`config.mk`:
```
export PLATFORM = sky130hd
export DESIGN_NAME = pmb_ctrl
export DESIGN_NICKNAME = d
export VERILOG_FILES = /design/src/rtl/pmb_pkg.sv /design/src/rtl/pmb_phase_fsm.sv /design/src/rtl/pmb_addr_gen.sv /design/src/rtl/pmb_data.sv /design/src/rtl/pmb_ctrl.sv
export SDC_FILE = /design/constraint.sdc
export NUM_CORES = 1
export LEC_CHECK = 0
export ABC_AREA = 1
export CORE_MARGIN = 1.5
export CORE_UTILIZATION = 35
export CTS_BUF_LIST = sky130_fd_sc_hd__clkbuf_4 sky130_fd_sc_hd__clkbuf_8
export DETAILED_ROUTE_END_ITERATION = 16
export REMOVE_ABC_BUFFERS = 1
export SLEW_MARGIN = 20
export SYNTH_ARGS = -nofsm -noshare
export SYNTH_HDL_FRONTEND = slang
export SYNTH_SLANG_ARGS = --single-unit
```
`constraint.sdc`:
```
create_clock -name clk -period 4.37 [get_ports clk]
set_clock_uncertainty 0.2 [all_clocks]
set_input_delay 0.6555 -clock clk [delete_from_list [all_inputs] [get_ports clk]]
set_output_delay 0.6555 -clock clk [all_outputs]
set_load 0.01 [all_outputs]
```
`src/rtl/pmb_pkg.sv`:
```
package pmb_pkg;
    typedef enum logic [1:0] {
        PH_IDLE   = 2'd0,
        PH_BEGIN  = 2'd1,
        PH_MIDDLE = 2'd2,
        PH_END    = 2'd3
    } pmb_phase_e;

    localparam logic [1:0] STEP_INC = 2'b01;
    localparam logic [1:0] STEP_DEC = 2'b10;

    localparam logic [1:0] CSF_HIGH = 2'b01;
    localparam logic [1:0] CSF_LOW  = 2'b10;
endpackage

```
`src/rtl/pmb_phase_fsm.sv`:
```
module pmb_phase_fsm
    import pmb_pkg::*;
#(
    parameter int WB_W = 2,
    parameter int WM_W = 4,
    parameter int WE_W = 2
) (
    input  logic            clk,
    input  logic            rst_n,
    input  logic            req_rd,
    input  logic            req_wr,
    input  logic            cfg_wide,
    input  logic [WB_W-1:0] cfg_wait_b,
    input  logic [WM_W-1:0] cfg_wait_m,
    input  logic [WE_W-1:0] cfg_wait_e,
    output pmb_phase_e      phase,
    output logic            byte_hi,
    output logic            op_rd,
    output logic            busy,
    output logic            done,
    output logic            accept,
    output logic            sample
);
    localparam int MBE_W = (WB_W > WE_W) ? WB_W : WE_W;
    localparam int CNT_W = (WM_W > MBE_W) ? WM_W : MBE_W;

    pmb_phase_e       nxt;
    logic [CNT_W-1:0] cnt, cnt_n;
    logic             hi_n, rd_n;
    pmb_phase_e       f_ph;
    logic [CNT_W-1:0] f_cnt;
    logic             last_cnt, byte_end, more;

    // Entry phase of a byte cycle
    always_comb begin
        if (cfg_wait_m == '0) begin
            f_ph  = PH_MIDDLE;
            f_cnt = '0;
        end else if (cfg_wait_b != '0) begin
            f_ph  = PH_BEGIN;
            f_cnt = CNT_W'(cfg_wait_b) - CNT_W'(1);
        end else begin
            f_ph  = PH_MIDDLE;
            f_cnt = CNT_W'(cfg_wait_m) - CNT_W'(1);
        end
    end

    // Status outputs
    always_comb begin
        last_cnt = (cnt == '0);
        byte_end = last_cnt &&
                   ((phase == PH_MIDDLE && (cfg_wait_m == '0 || cfg_wait_e == '0)) ||
                    phase == PH_END);
        more     = cfg_wide && !byte_hi;
        done     = byte_end && !more;
        busy     = (phase != PH_IDLE) && !done;
        accept   = (req_rd || req_wr) && !busy;
        sample   = (phase == PH_MIDDLE) && last_cnt;
    end

    // Next-state logic
    always_comb begin
        nxt   = phase;
        cnt_n = cnt;
        hi_n  = byte_hi;
        rd_n  = op_rd;
        unique case (phase)
            PH_IDLE: begin
                if (accept) begin
                    nxt   = f_ph;
                    cnt_n = f_cnt;
                    hi_n  = 1'b0;
                    rd_n  = req_rd;
                end
            end
            PH_BEGIN: begin
                if (last_cnt) begin
                    nxt   = PH_MIDDLE;
                    cnt_n = CNT_W'(cfg_wait_m) - CNT_W'(1);
                end else begin
                    cnt_n = cnt - CNT_W'(1);
                end
            end
            PH_MIDDLE, PH_END: begin
                if (!last_cnt) begin
                    cnt_n = cnt - CNT_W'(1);
                end else if (phase == PH_MIDDLE && !byte_end) begin
                    nxt   = PH_END;
                    cnt_n = CNT_W'(cfg_wait_e) - CNT_W'(1);
                end else if (more) begin
                    nxt   = f_ph;
                    cnt_n = f_cnt;
                    hi_n  = 1'b1;
                end else if (accept) begin
                    nxt   = f_ph;
                    cnt_n = f_cnt;
                    hi_n  = 1'b0;
                    rd_n  = req_rd;
                end else begin
                    nxt   = PH_IDLE;
                    hi_n  = 1'b0;
                end
            end
        endcase
    end

    // State register
    always_ff @(posedge clk or negedge rst_n) begin
        if (!rst_n) begin
            phase   <= PH_IDLE;
            cnt     <= '0;
            byte_hi <= 1'b0;
            op_rd   <= 1'b0;
        end else begin
            phase   <= nxt;
            cnt     <= cnt_n;
            byte_hi <= hi_n;
            op_rd   <= rd_n;
        end
    end

    assert_busy_continues_R5: assert property (@(posedge clk) disable iff (!rst_n)
        busy |=> (phase != PH_IDLE));

    assert_dir_held_while_busy_R6: assert property (@(posedge clk) disable iff (!rst_n)
        busy |=> $stable(op_rd));

    assert_zero_width_single_R4: assert property (@(posedge clk) disable iff (!rst_n)
        (accept && cfg_wait_m == '0 && !cfg_wide) |=> done);
endmodule

```
`src/rtl/pmb_addr_gen.sv`:
```
module pmb_addr_gen
    import pmb_pkg::*;
#(
    parameter int ADDR_W = 16
) (
    input  logic              clk,
    input  logic              rst_n,
    input  logic              ld,
    input  logic [ADDR_W-1:0] ld_val,
    input  logic              upd,
    input  logic [1:0]        step,
    input  logic [1:0]        cs_fn,
    input  logic              active,
    output logic [ADDR_W-1:0] bus_addr
);
    localparam int LOW_W  = ADDR_W - 2;
    localparam int CS_BIT = ADDR_W - 2;

    logic [ADDR_W-1:0] addr, stepped;
    logic              cs_on;

    always_comb begin
        cs_on   = (cs_fn == CSF_HIGH) || (cs_fn == CSF_LOW);
        stepped = addr;
        if (step == STEP_INC) begin
            if (cs_on) stepped = {addr[ADDR_W-1:LOW_W], addr[LOW_W-1:0] + LOW_W'(1)};
            else       stepped = addr + ADDR_W'(1);
        end else if (step == STEP_DEC) begin
            if (cs_on) stepped = {addr[ADDR_W-1:LOW_W], addr[LOW_W-1:0] - LOW_W'(1)};
            else       stepped = addr - ADDR_W'(1);
        end
    end

    always_ff @(posedge clk or negedge rst_n) begin
        if (!rst_n)   addr <= '0;
        else if (ld)  addr <= ld_val;
        else if (upd) addr <= stepped;
    end

    always_comb begin
        bus_addr = addr;
        if (cs_on) bus_addr[CS_BIT] = (cs_fn == CSF_HIGH) ? active : !active;
    end

    assert_top_bits_kept_R11: assert property (@(posedge clk) disable iff (!rst_n)
        (cs_on && upd && !ld) |=> (addr[ADDR_W-1:LOW_W] == $past(addr[ADDR_W-1:LOW_W])));

    assert_addr_quiet_R10: assert property (@(posedge clk) disable iff (!rst_n)
        (!upd && !ld) |=> $stable(addr));
endmodule

```
`src/rtl/pmb_data.sv`:
```
module pmb_data
    import pmb_pkg::*;
#(
    parameter int DATA_W = 8
) (
    input  logic              clk,
    input  logic              rst_n,
    input  logic              wr_cap,
    input  logic              hi_wr,
    input  logic [DATA_W-1:0] host_wdata,
    input  logic              sample,
    input  logic              byte_hi,
    input  logic              op_rd,
    input  pmb_phase_e        phase,
    input  logic              done,
    input  logic [DATA_W-1:0] bus_din,
    input  logic              strobe_mode,
    input  logic              irq_en,
    output logic [DATA_W-1:0] rd_lo,
    output logic [DATA_W-1:0] rd_hi,
    output logic [DATA_W-1:0] bus_dout,
    output logic              bus_doe,
    output logic              strb_rd,
    output logic              strb_wr,
    output logic              strb_en,
    output logic              strb_dir,
    output logic              irq
);
    logic [DATA_W-1:0] wr_lo, wr_hi;
    logic              act, mid;

    always_ff @(posedge clk or negedge rst_n) begin
        if (!rst_n) begin
            wr_lo <= '0;
            wr_hi <= '0;
            rd_lo <= '0;
            rd_hi <= '0;
            irq   <= 1'b0;
        end else begin
            if (wr_cap) wr_lo <= host_wdata;
            if (hi_wr)  wr_hi <= host_wdata;
            if (sample && op_rd) begin
                if (byte_hi) rd_hi <= bus_din;
                else         rd_lo <= bus_din;
            end
            irq <= done && irq_en;
        end
    end

    always_comb begin
        act      = (phase != PH_IDLE);
        mid      = (phase == PH_MIDDLE);
        strb_rd  = !strobe_mode && mid && op_rd;
        strb_wr  = !strobe_mode && mid && !op_rd;
        strb_en  = strobe_mode && mid;
        strb_dir = strobe_mode && act && op_rd;
        bus_doe  = act && !op_rd;
        bus_dout = byte_hi ? wr_hi : wr_lo;
    end

    assert_one_strobe_R13: assert property (@(posedge clk) disable iff (!rst_n)
        $onehot0({strb_rd, strb_wr, strb_en}));
endmodule

```
`src/rtl/pmb_ctrl.sv`:
```
module pmb_ctrl
    import pmb_pkg::*;
#(
    parameter int ADDR_W = 16,
    parameter int DATA_W = 8,
    parameter int WB_W   = 2,
    parameter int WM_W   = 4,
    parameter int WE_W   = 2
) (
    input  logic              clk,
    input  logic              rst_n,
    input  logic              host_rd_lo,
    input  logic              host_wr_lo,
    input  logic              host_wr_hi,
    input  logic [DATA_W-1:0] host_wdata,
    output logic [DATA_W-1:0] host_rdata_lo,
    output logic [DATA_W-1:0] host_rdata_hi,
    input  logic              cfg_wide,
    input  logic              cfg_strobe_mode,
    input  logic [1:0]        cfg_step,
    input  logic [1:0]        cfg_cs_fn,
    input  logic [WB_W-1:0]   cfg_wait_b,
    input  logic [WM_W-1:0]   cfg_wait_m,
    input  logic [WE_W-1:0]   cfg_wait_e,
    input  logic              cfg_irq_en,
    input  logic              addr_ld,
    input  logic [ADDR_W-1:0] addr_ld_val,
    output logic [ADDR_W-1:0] bus_addr,
    output logic [DATA_W-1:0] bus_dout,
    output logic              bus_doe,
    input  logic [DATA_W-1:0] bus_din,
    output logic              bus_rd,
    output logic              bus_wr,
    output logic              bus_en,
    output logic              bus_dir,
    output logic              busy,
    output logic              irq
);
    pmb_phase_e phase;
    logic       byte_hi, op_rd, done, accept, sample, wr_cap;

    pmb_phase_fsm #(.WB_W(WB_W), .WM_W(WM_W), .WE_W(WE_W)) u_fsm (
        .clk(clk), .rst_n(rst_n),
        .req_rd(host_rd_lo), .req_wr(host_wr_lo),
        .cfg_wide(cfg_wide), .cfg_wait_b(cfg_wait_b),
        .cfg_wait_m(cfg_wait_m), .cfg_wait_e(cfg_wait_e),
        .phase(phase), .byte_hi(byte_hi), .op_rd(op_rd),
        .busy(busy), .done(done), .accept(accept), .sample(sample)
    );

    assign wr_cap = accept && !host_rd_lo;

    pmb_addr_gen #(.ADDR_W(ADDR_W)) u_addr (
        .clk(clk), .rst_n(rst_n),
        .ld(addr_ld), .ld_val(addr_ld_val), .upd(done),
        .step(cfg_step), .cs_fn(cfg_cs_fn),
        .active(phase != PH_IDLE), .bus_addr(bus_addr)
    );

    pmb_data #(.DATA_W(DATA_W)) u_data (
        .clk(clk), .rst_n(rst_n),
        .wr_cap(wr_cap), .hi_wr(host_wr_hi), .host_wdata(host_wdata),
        .sample(sample), .byte_hi(byte_hi), .op_rd(op_rd), .phase(phase),
        .done(done), .bus_din(bus_din), .strobe_mode(cfg_strobe_mode),
        .irq_en(cfg_irq_en),
        .rd_lo(host_rdata_lo), .rd_hi(host_rdata_hi),
        .bus_dout(bus_dout), .bus_doe(bus_doe),
        .strb_rd(bus_rd), .strb_wr(bus_wr), .strb_en(bus_en),
        .strb_dir(bus_dir), .irq(irq)
    );

    assert_irq_follows_end_R14: assert property (@(posedge clk) disable iff (!rst_n)
        irq |-> ($past(phase) != PH_IDLE));
endmodule

```
==> summary.md <==
| Metric | Value |
|---|---|
| Status | finished, final reports clean |
| Worst Path Max Fanout | 4 |
| Max-cap viol count | 0 |
| Hold Path Class | in2async |
| CTS Hold Bufs | 0 |
| Setup TNS | 0 ps |
| Crit-path cells | clkdlybuf4s50_1, inv_1, ha_1, nand2_1, nand2_1, nand3_4, nand2_4, inv_1, clkdlybuf4s50_1 |
| Top FF cell, synth | dfrtp_1 |
| Ports | 100 |
| Sequential share of the synthesized area | 38.0% |
| Number of nets in the layout | 651 |
| Final Slew Violations | 0 |
| Top cell type by total area after synthesis | dfrtp_1 |
| Row count | 37 |
| Global Route Usage Sum | 19.1% |
| Setup Fix Bufs, Post-CTS | 0 |
| Fmax | 0.299 GHz |
| Async SR Flop Fraction | 100% |
| Syn_area_per_cell | 7.35 um2 |
| Tcrit/Tclk final | 76.4% |
| DR vias/cell | 4.89 |
| Resized Gates After CTS | 0 |
| CORE AREA | between 10000 and 15000 um2 |
| Slew headroom | 41.5% |
| Root buffer selected by CTS | clkbuf_8 |
| Static Leak | approximately 2.3 nW |
| Initial antenna violation count | 0 |
| Drt drc | 0 |
| Worst VDD drop | 0.000210 V |
| Critical Path AT | between 2000 and 2500 ps |
| Total design power | 2.61 mW |
| Largest net degree at the start of global routing | 37 |
| H-tree Lvls | 3 |
| Final setup fails | 0 |
| Overflow after GRT | 0 |
| First-pass GRT wire length | between 15000 and 20000 um |
| Share of the synthesized area in the top cell type | 38.0% |
| Post-synth EDFFs | 0 |
| CP Launch Type | input pin |
| Slowest stage delay, CP | 520 ps |
| Clock latency on the worst-skew pair | 330 ps |
| Remaining antenna violation count | 0 |
| Synth top cells by count | nand2_1, dfrtp_1, inv_1, o21ai_0, nor2_1 |
| Final design utilization | 47.9% |
| Crit. Startpoint | cfg_wait_m[0] |
| Unrepaired setup endpoints after global routing | no |
| Dpl hpwl | 7570 um |
| Worst-path clk slew | ~70 ps |
| Final GP Congestion | 0.881 |
| Vias in the first global route | roughly 3500 |
| RR Startpoint | u_addr.addr[0] |
| Drt wl/cell | 13.9 um |
| Routed WL | slightly above 10000 um |
| # clock sinks | 57 |
| First drt pass iteration count | 4 |
| Synth area leaders | dfrtp_1, nand2_1, o21ai_0 |
| Die height | 107 um |
| Worst setup path category | in2out |
| Actual slew at the worst max-slew pin | roughly 880 ps |
| Initial Util | between 30% and 40% |
| Mapped Cells | 510 |
| Netlist cell types | 42 |
| Die X | roughly 110 um |
| IO Port Bufs | 99 |
| Antenna cells | 0 |
| Routed vias | around 3600 |
| Syn Std Cell Area | 3750 um2 |
| Fillcell total | ~1100 |
| Layout cells sized above 1 | 9.23% |
| Die area | 11300 um2 |
| Detailed router's first-iteration violation count | between 150 and 200 |
| Yosys warning total | 0 |
| CP max-delay cell | clkdlybuf4s50_1 |
| Final Critical Period | 3340 ps |
| Top-count cell post-synth | nand2_1 |
| Layout area overhead | 32.4% |
| Clk buf depth | 2 |
| TritonCTS clock tree | yes |
| CTS Buf Count | 9 |
| Final Hold Vio Count | 0 |
| CP endpoint kind | primary output |
| Pwr Density | 525 nW/um2 |
| CP required | 3510 ps |
| #FFs+latches synth | 57 |
-- cell usage in the layout, fill, tap and decap left out, types with 2 or more instances in the layout --
cell type,netlist,layout
o211ai_1,4,4
a31oi_1,4,4
nor2_2,5,5
xor2_1,7,7
nor2_1,45,45
nand2_4,2,2
nor2_4,3,3
o22ai_2,2,2
inv_1,55,55
a21oi_1,11,11
clkdlybuf4s50_1,0,98
bufinv_16,0,3
o21ai_0,52,52
nand2_1,127,127
nand4_1,3,3
nand3_1,26,26
o22ai_1,6,6
a211oi_1,2,2
o21ai_1,4,4
nor3_1,16,16
clkbuf_8,0,10
o21ai_2,7,7
inv_2,5,5
xnor2_1,7,7
a22oi_1,3,3
and2_1,2,2
dfrtp_1,57,57
nand2_2,6,6
ha_1,7,7
-- per-layer routing --
metal  wire length [um]  share of wire [%]  GRT usage, %  up-vias
met5                  0                  0             0        -
met4                 51               0.50          5.05        0
met3                689                6.8          4.84        6
met2               4730                 47          30.4      134
met1               4690                 46          25.7     1635
li1                   -                  -             -     1802
-- cell families after synthesis --
group | after synthesis | synth area share (%)
simple gates | 242 | 29.3
fa+ha+maj | 7 | 2.34
flops | 57 | 38.0
compound gates | 99 | 15.6
xor+xnor | 14 | 3.27
buf+inv | 91 | 11.4
-- final timing paths --
kind | endpoint | slack [ps] | depth (start not counted)
worst max register to register | u_addr.addr[8] | 2140 | 11
max in group asynchronous | u_fsm.byte_hi | 2880 | 2
worst max-delay path | busy | 1030 | 9
min in group clk | u_data.wr_lo[6] | 270 | 2
worst min register to register | u_data.wr_lo[6] | 270 | 2
worst min-delay path | u_fsm.cnt[0] | 240 | 1
-- report_power, final --
| part | internal, mW | total (mW) | leakage, nW | switching, mW |
|---|---|---|---|---|
| combinational | 0.533 | 1.17 | 1.51 | 0.633 |
| sequential | 0.686 | 0.826 | 0.660 | 0.140 |
| clock | 0.400 | 0.614 | 0.123 | 0.214 |
-- registers in the layout (all words and copies together) (netlist names), 2 cells and up --
| register | count |
|---|---|
| u_addr.addr | 16 |
| u_data.rd_hi | 8 |
| u_data.rd_lo | 8 |
| u_data.wr_hi | 8 |
| u_data.wr_lo | 8 |
| u_fsm.cnt | 4 |
| u_fsm.phase | 2 |
-- worst max-delay path: cells and delay by family --
kind                     cells  cell delay (ps)
buffers and inverters        4             1120
AND/OR/NAND/NOR              4              480
adder cells (fa/ha/maj)      1              220
-- cell type report --
cell class                      instances  area [um2]  share of cell area [%]
Clock inverter                          5         103                    2.07
Sequential cell                        57        1430                    28.7
Multi-Input combinational cell        362        1890                    38.2
Clock buffer                           11         145                    2.92
Timing Repair Buffer                  100         993                    20.0
Tap cell                              136         170                    3.43
Inverter                               61         231                    4.66
-- stage by stage --
stage	hold slack (ps)	cells	setup slack [ps]	instance area [um2]
floorplan	160	480	2110	3550
global placement	254	716	1070	4720
detailed placement	261	716	1030	4720
CTS	255	732	1020	4960
global route	295	732	960	4960
finish	239	732	1030	4960
No activity file was read; power rests on OpenSTA's default activity.
